[src/rtl/acf_pkg.sv]
package acf_pkg;
  localparam int SMP_W = 24;
  localparam int WORD_W = 32;

  // Lays out one stored sample as a bus word.
  function automatic logic [WORD_W-1:0] fmt_word(input logic [SMP_W-1:0] s,
                                                 input logic res24,
                                                 input logic sx);
    logic [WORD_W-1:0] w;
    if (res24)   w = {s, 8'h00};
    else if (sx) w = {{16{s[SMP_W-1]}}, s[SMP_W-1:8]};
    else         w = {s[SMP_W-1:8], 16'h0000};
    return w;
  endfunction

  // Hold-off length in clock cycles for a 2-bit code.
  function automatic int unsigned hold_cycles(input logic [1:0] sel,
                                              input int unsigned clk_hz);
    int unsigned ms;
    case (sel)
      2'd0:    ms = 5;
      2'd1:    ms = 10;
      2'd2:    ms = 20;
      default: ms = 30;
    endcase
    return ms * (clk_hz / 1000);
  endfunction
endpackage

[src/rtl/acf_holdoff.sv]
module acf_holdoff #(
  parameter int unsigned CLK_HZ = 24576000
) (
  input  logic       clk,
  input  logic       rst_n,
  input  logic       en,
  input  logic       func_en,
  input  logic [1:0] sel,
  output logic       block
);
  import acf_pkg::*;
  localparam int unsigned MAXC = 30 * (CLK_HZ / 1000);
  localparam int TW = $clog2(MAXC + 1);

  logic [TW-1:0] cnt;
  logic          en_q;
  logic          rise;

  assign rise  = en & ~en_q;
  assign block = en & ((func_en & rise) | (cnt != '0));

  always_ff @(posedge clk) begin
    if (!rst_n) begin
      cnt  <= '0;
      en_q <= 1'b0;
    end else begin
      en_q <= en;
      if (!en)                cnt <= '0;
      else if (rise && func_en) cnt <= TW'(hold_cycles(sel, CLK_HZ) - 1);
      else if (cnt != '0)     cnt <= cnt - 1'b1;
    end
  end
endmodule

[src/rtl/acf_store.sv]
module acf_store #(
  parameter int W  = 24,
  parameter int AW = 5
) (
  input  logic          clk,
  input  logic          rst_n,
  input  logic          flush,
  input  logic          pop,
  input  logic [1:0]    push_n,
  input  logic [W-1:0]  d0,
  input  logic [W-1:0]  d1,
  output logic [W-1:0]  head,
  output logic [AW:0]   words
);
  localparam int N = 1 << AW;

  logic [W-1:0]  mem [N];
  logic [AW-1:0] wp, rp;
  logic [AW-1:0] wp1;

  assign wp1  = wp + 1'b1;
  assign head = mem[rp];

  always_ff @(posedge clk) begin
    if (push_n != 2'd0) mem[wp] <= d0;
    if (push_n == 2'd2) mem[wp1] <= d1;
  end

  always_ff @(posedge clk) begin
    if (!rst_n || flush) begin
      wp    <= '0;
      rp    <= '0;
      words <= '0;
    end else begin
      wp    <= wp + AW'(push_n);
      rp    <= rp + AW'(pop);
      words <= words + (AW+1)'(push_n) - (AW+1)'(pop);
    end
  end
endmodule

[src/rtl/acf_format.sv]
module acf_format (
  input  logic        valid,
  input  logic [23:0] smp,
  input  logic        res24,
  input  logic        sx,
  output logic [31:0] word
);
  import acf_pkg::*;
  assign word = valid ? fmt_word(smp, res24, sx) : 32'h0;
endmodule

[src/rtl/audio_capture_fifo.sv]
module audio_capture_fifo #(
  parameter int unsigned CLK_HZ = 24576000,
  parameter int          AW     = 5
) (
  input  logic        clk,
  input  logic        rst_n,
  input  logic        adc_en,
  input  logic        mono_en,
  input  logic        res24,
  input  logic        align_sx,
  input  logic        hold_en,
  input  logic [1:0]  hold_sel,
  input  logic [4:0]  trig_level,
  input  logic        smp_valid,
  input  logic [23:0] smp_left,
  input  logic [23:0] smp_right,
  input  logic        rd_en,
  output logic [31:0] rd_data,
  output logic [5:0]  fill_level,
  output logic        req,
  output logic        overrun,
  output logic        underrun
);
  localparam int SLOTS = 1 << AW;
  localparam int CAP_M = SLOTS;
  localparam int CAP_S = SLOTS / 2;

  logic          mono_q;
  logic          wr_block;
  logic          flush_now;
  logic [AW:0]   words;
  logic [AW:0]   free_slots;
  logic [AW:0]   need;
  logic          wr_try, wr_ok, pop_ok;
  logic          ovr_evt, und_evt;
  logic [1:0]    push_n;
  logic [23:0]   head;
  logic [AW:0]   cap, trig_eff;

  acf_holdoff #(.CLK_HZ(CLK_HZ)) u_hold (
    .clk(clk), .rst_n(rst_n), .en(adc_en), .func_en(hold_en),
    .sel(hold_sel), .block(wr_block));

  assign flush_now  = ~adc_en | (mono_en ^ mono_q);
  assign free_slots = (AW+1)'(SLOTS) - words;
  assign need       = mono_en ? (AW+1)'(1) : (AW+1)'(2);
  assign wr_try     = smp_valid & ~wr_block & ~flush_now;
  assign wr_ok      = wr_try & (free_slots >= need);
  assign ovr_evt    = wr_try & ~wr_ok;
  assign pop_ok     = rd_en & ~flush_now & (words != '0);
  assign und_evt    = rd_en & ~flush_now & (words == '0);
  assign push_n     = wr_ok ? (mono_en ? 2'd1 : 2'd2) : 2'd0;

  acf_store #(.W(24), .AW(AW)) u_store (
    .clk(clk), .rst_n(rst_n), .flush(flush_now), .pop(pop_ok),
    .push_n(push_n), .d0(smp_left), .d1(smp_right),
    .head(head), .words(words));

  acf_format u_fmt (
    .valid(words != '0), .smp(head), .res24(res24), .sx(align_sx),
    .word(rd_data));

  always_ff @(posedge clk) begin
    if (!rst_n) begin
      mono_q   <= 1'b0;
      overrun  <= 1'b0;
      underrun <= 1'b0;
    end else begin
      mono_q <= mono_en;
      if (!adc_en) begin
        overrun  <= 1'b0;
        underrun <= 1'b0;
      end else begin
        if (ovr_evt) overrun  <= 1'b1;
        if (und_evt) underrun <= 1'b1;
      end
    end
  end

  assign fill_level = 6'(mono_en ? words : (words >> 1));
  assign cap        = mono_en ? (AW+1)'(CAP_M) : (AW+1)'(CAP_S);
  assign trig_eff   = ((AW+1)'(trig_level) > cap) ? cap : (AW+1)'(trig_level);
  assign req        = (AW+1)'(fill_level) >= trig_eff;
endmodule

[config.mk]
export PLATFORM = sky130hd
export DESIGN_NAME = audio_capture_fifo
export DESIGN_NICKNAME = d
export VERILOG_FILES = /design/src/rtl/acf_pkg.sv /design/src/rtl/acf_holdoff.sv /design/src/rtl/acf_store.sv /design/src/rtl/acf_format.sv /design/src/rtl/audio_capture_fifo.sv
export SDC_FILE = /design/constraint.sdc
export NUM_CORES = 1
export LEC_CHECK = 0
export CAP_MARGIN = 20
export CELL_PAD_IN_SITES_DETAIL_PLACEMENT = 1
export CELL_PAD_IN_SITES_GLOBAL_PLACEMENT = 2
export CORE_UTILIZATION = 48
export DETAILED_ROUTE_END_ITERATION = 6
export GPL_ROUTABILITY_DRIVEN = 0
export GPL_TIMING_DRIVEN = 0
export PLACE_DENSITY_LB_ADDON = 0.2
export SKIP_CTS_REPAIR_TIMING = 1
export SLEW_MARGIN = 5
export SYNTH_ARGS = -nofsm -noshare
export SYNTH_HDL_FRONTEND = slang
export SYNTH_SLANG_ARGS = --single-unit
[constraint.sdc]
create_clock -name clk -period 11.4 [get_ports clk]
set_clock_uncertainty 0.05 [all_clocks]
set_input_delay 3.42 -clock clk [delete_from_list [all_inputs] [get_ports clk]]
set_output_delay 3.42 -clock clk [all_outputs]
set_load 0.02 [all_outputs]
==> results.toml, run 1 <==
[global_route]
grt_first_pass_wirelength_um = 221000
grt_overflow = 0
antenna_found_initial = 4
grt_use_total = 0.334
grt_pass1_vias = 29100
grt_max_degree = 22

[synth]
ys_seq_area_frac = 0.532
synth_edf_count = 768
synthMuxAreaShare = 0.328
synth_xor_area_frac = 0.00430
syn_avg_cell_area_um2 = 16.1
synth_nets = 2874
synth_compound_area_frac = 0.0461
synth_area_um2 = 44800
synth_area_leaders = "edfxtp_1, mux2_4, mux4_2"
synth_top_family_by_area = "multiplexers"
synth_top_cell_area_share = 0.515
synth-main-ff-cell = "edfxtp_1"
netlist_instances = 2785
yosys.area_share.adder = 0.00731
synth_seq_cells = 808
synthArstFlopShare = 0
synth_cell_type_count = 66
synth-simple-area-share = 0.0400
synth_top_area_cell = "edfxtp_1"
ys_warn_count = 0

[route]
dr.pass1.iters = 5
viasPerCell = 6.46
num_vias = 28400
wl_um = 158000
ant_nets = 0
drc = 0
wl_per_cell_um = 36.1
drtIter0Drc = 3487

[clock_network]
clkSinkCount = 808
htreeDepth = 3
cts_root_buffer = "clkbuf_16"
clk_path_buf_depth = 3
numCtsBuffers = 91
cts_tree = "built"
clkLatencyLatePin_ns = 0.66
clk_pin_slew_ns = 0.06

[worst_setup_path]
cp_common_cell = "a21o_1"
slowest_delay_ns = 0.74
required_ns = 7.93
crit_arrival_ns = 7.16
crit_chain = "clkdlybuf4s50_1 > clkbuf_1 > clkbuf_1 > nand2_1 > o21ai_0 > inv_1 > ha_1 > nand2b_1 > a21o_1 > a21o_1 > a21o_1 > a211o_1 > clkdlybuf4s50_1"
cp_max_fo = 10
timing_worst_setup_path_type = "primary input to output pin"
cp_slowest_cell = "clkdlybuf4s50_1"
cp-start-kind = "primary input"
reg2reg_depth = 12
end_kind = "output pin"

[sta]
tightest_slew_ns = 1.22
whs_ns = 0.440
hold_viol_final = 0
rsz0062_at_grt = "false"
report.final.slew_viol_count = 0
period_needed_ns = 10.63
relSlewSlack = 0.181
setup_viol = 0
max_freq_ghz = 0.0941
finalCritPeriodShare = 0.932

[min_path]
hold_path.class = "register to register"
hold_depth = 1

[flow_run]
maxCapViolCount = 0

[placed_design]
place_hpwl_um = 114000
port_buffers = 104
placed_cell_area_um2 = 49000

[power_and_ir_drop]
p_per_area_nw_per_um2 = 127
total_power_mw = 6.60
ir_drop_mv = 0.110
p_leak_nw = 18.7

[die]
fp.dieW_um = 308
start_util = 0.487
std_cell_rows = 111
io_pins = 105
fp.dieH_um = 308
core_region_area_um2 = 92100
die_area_um2 = 94600

[cells_and_area]
mostFrequentLayoutCells = "edfxtp_1, mux2_4, clkbuf_1"
fillerInstances = 8524
final_nets = 3162
multi_input_area_um2 = 19400
seqCellArea_um2 = 23900
layout_commonest_cell = "edfxtp_1"
stdcell_area_um2 = 51800
drive_above_1_share = 0.383
area_delta_synth_final_pct = 15.6

[status]
status = "complete, no violations"
## power breakdown
| group | internal (mW) | switching [mW] | total, mW |
|---|---|---|---|
| registers | 3.26 | 0.0125 | 3.27 |
| logic | 0.236 | 0.260 | 0.496 |
| clock network | 1.59 | 1.25 | 2.84 |
## layout make-up
| cell class | instances | share of cell area |
|---|---|---|
| sequential | 808 | 0.461 |
| multi-input combinational | 1625 | 0.375 |
| clock buffer | 115 | 0.0465 |
| timing repair buffer | 195 | 0.0441 |
| buffer | 324 | 0.0339 |
| tap | 1243 | 0.0300 |
| clock inverter | 54 | 0.00739 |
| inverter | 28 | 0.00203 |
| antenna | 1 | 0.0000483 |
## per-layer routing
| metal | GRT usage | up-vias | part of all wire |
|---|---|---|---|
| met3 | 0.0767 | 296 | 0.096 |
| met1 | 0.463 | 15000 | 0.41 |
| li1 | - | 11600 | - |
| met2 | 0.521 | 1512 | 0.46 |
| met4 | 0.105 | 2 | 0.034 |
| met5 | 0 | - | 0.000082 |
## cell usage after synthesis (30+ instances only)
library cell    n
o22ai_1        30
nand2_1        50
a22oi_1        38
mux2_2        196
dfxtp_1        40
clkbuf_1      207
mux2_1         80
edfxtp_1      768
nor2_1         36
a21oi_1        46
mux2_4        500
mux2i_1       137
o21ai_0        52
mux4_2        121
buf_2          40
a221oi_1       31
buf_6          58
## per-stage QoR
step / utilization / setup TNS, ns / worst slack (ns) / instances
2_1_floorplan: - / 0 / 2.33 / 2785
3_3_place_gp: 0.515 / -734.23 / -6.98 / 4132
3_5_place_dp: 0.532 / 0 / 0.801 / 4218
4_1_cts: 0.562 / 0 / 0.778 / 4387
5_1_grt: 0.563 / 0 / 0.530 / 4392
6_report: 0.563 / 0 / 0.771 / 4393
## critical path: cells and delay by family
kind	cells	cell delay (ns)
buffers and inverters	5	2.20
AO/OA/AOI/OAI	5	1.02
AND/OR/NAND/NOR	2	0.22
adder cells (fa/ha/maj)	1	0.28
## path summary, 6_finish.rpt
kind / startpoint / end / slack [ns]
hold / removal: overrun / overrun / 0.44
setup reg to reg: u_hold.cnt[9] / u_store.wp[4] / 6.42
hold reg to reg: overrun / overrun / 0.44
setup / recovery: mono_en / req / 0.77
## kinds of logic after synthesis
group           Yosys count
compound gates          302
fa+ha+maj                25
flops                   808
buf+inv                 352
simple gates            242
xor+xnor                 22
mux                    1034
## flip-flops by register name (all words and copies together), names as in the netlist
register       cells
u_store.mem      768
u_hold.cnt        20
mono_q             1
overrun            1
u_hold.en_q        1
underrun           1
u_store.rp         5
u_store.words      6
u_store.wp         5
Note: power is estimated with default switching activity, not from simulation.
==> inputs of run 2 (changes only) <==
--- a/config.mk
+++ b/config.mk
@@ -12,7 +12,9 @@
 export DETAILED_ROUTE_END_ITERATION = 6
 export GPL_ROUTABILITY_DRIVEN = 0
 export GPL_TIMING_DRIVEN = 0
+export MAX_ROUTING_LAYER = met4
 export PLACE_DENSITY_LB_ADDON = 0.2
+export SETUP_SLACK_MARGIN = 0.5
 export SKIP_CTS_REPAIR_TIMING = 1
 export SLEW_MARGIN = 5
 export SYNTH_ARGS = -nofsm -noshare
==> run 2 against run 1 <==
Net effect: first-iteration DRC count is 4.0% higher; sequential cell count is the same; wire length about the same; critical path type unchanged; fmax decreased by 0.56%; core utilization hardly changed; final cell count hardly changed; critical endpoint unchanged; sequential share of layout area about the same.
==> results.toml, run 2 (synthesized netlist as in run 1, its figures left out) <==
[status]
status = "complete, no violations"

[sta]
report.final.slew_viol_count = 0
hold_viol_final = 0
period_needed_ns = 10.69
relSlewSlack = 0.194
max_freq_ghz = 0.0936
rsz0062_at_grt = "false"
tightest_slew_ns = 1.20
finalCritPeriodShare = 0.938
setup_viol = 0
setup_ws_ns = 0.711
whs_ns = 0.436

[worst_setup_path]
end_kind = "output pin"
crit_arrival_ns = 7.22
required_ns = 7.93
cp-start-kind = "primary input"
timing_worst_setup_path_type = "primary input to output pin"
cp_max_fo = 10

[global_route]
met3_usage = 0.0729
grt_use_total = 0.344
grt_max_degree = 22
grt_busiest_layer = "met2"
met1_usage = 0.464
grt_pass1_vias = 29100
antenna_found_initial = 4
grt_overflow = 0
met2_usage = 0.522
grt_first_pass_wirelength_um = 221000

[route]
dr.pass1.iters = 6
viasPerCell = 6.46
drtIter0Drc = 3625
wl_per_cell_um = 36.0
num_vias = 28400
ant_nets = 0
wl_um = 158000
drc = 0

[cells_and_area]
area_delta_synth_final_pct = 15.6
largest_register_ffs = 768
largestRegisters = "u_store.mem (768), u_hold.cnt (20), u_store.words (6)"
mostFrequentLayoutCells = "edfxtp_1, mux2_4, clkbuf_1"
final_nets = 3162
fillerInstances = 8525
top_register = "u_store.mem"
multi_input_area_um2 = 19400
stdcell_area_um2 = 51800
layout_commonest_cell = "edfxtp_1"
drive_above_1_share = 0.383
seqCellArea_um2 = 23900

[placed_design]
pre_cts_ws_ns = 0.801
placed_cell_area_um2 = 49000
place_hpwl_um = 114000
port_buffers = 104

[power_and_ir_drop]
total_power_mw = 6.60
ir_drop_mv = 0.110
p_per_area_nw_per_um2 = 127
p_leak_nw = 18.7

[flow_run]
maxCapViolCount = 0

[die]
die_area_um2 = 94600
core_region_area_um2 = 92100
std_cell_rows = 111
fp.dieH_um = 308
fp.dieW_um = 308
io_pins = 105
start_util = 0.487

[clock_network]
clkSinkCount = 808
cts_tree = "built"
clk_path_buf_depth = 3
numCtsBuffers = 91
clkLatencyLatePin_ns = 0.66
clk_pin_slew_ns = 0.06
htreeDepth = 3
cts_root_buffer = "clkbuf_16"

[min_path]
hold_path.class = "register to register"
## run 2: changes by cell type in the layout (fill, tap and decap cells not counted), sizes merged
cell   previous run  this run
diode             1         5
## run 2: worst paths after layout
path	slack (ns)	endpoint	from	cells after the start
setup / recovery	0.71	req	mono_en	13
hold / removal	0.44	overrun	overrun	1
setup reg to reg	6.47	u_store.mem[25][17]	u_store.words[4]	12
hold reg to reg	0.44	overrun	overrun	1
## run 2: area by class of cell
class                           instances  area share
Tap cell                             1243      0.0300
Clock inverter                         54     0.00739
Inverter                               28     0.00203
Clock buffer                          115      0.0465
Timing Repair Buffer                  195      0.0440
Buffer                                324      0.0339
Sequential cell                       808       0.461
Antenna cell                            5    0.000241
Multi-Input combinational cell       1625       0.375
## run 2: power breakdown
group / internal [mW] / switching [mW] / total [mW]
Sequential: 3.26 / 0.0125 / 3.27
Combinational: 0.236 / 0.259 / 0.495
Clock: 1.59 / 1.25 / 2.84
## run 2: routing by layer
| layer | up-vias | routed length, um | part of all wire |
|---|---|---|---|
| met4 | 0 | 5180 | 0.033 |
| met5 | - | 0 | 0 |
| met2 | 1515 | 72600 | 0.46 |
| met1 | 15000 | 64900 | 0.41 |
| li1 | 11500 | - | - |
| met3 | 282 | 15700 | 0.099 |
## run 2: metrics by stage
stage / TNS (ns) / cells / utilization
after global placement: -734.23 / 4132 / 0.515
after CTS: 0 / 4387 / 0.562
final: 0 / 4397 / 0.563
after global routing: 0 / 4393 / 0.563
after detailed placement: 0 / 4218 / 0.532
after floorplan: 0 / 2785 / -
## run 2: critical path: stages
cell and delay, ns:
clkdlybuf4s50_1 0.77, clkbuf_1 0.49, clkbuf_1 0.36, nand2_1 0.08, o21ai_0 0.23, inv_1 0.09
ha_1 0.28, nand2b_1 0.14, a21o_1 0.17, a21o_1 0.17, a21o_1 0.17, a211o_1 0.28
clkdlybuf4s50_1 0.54
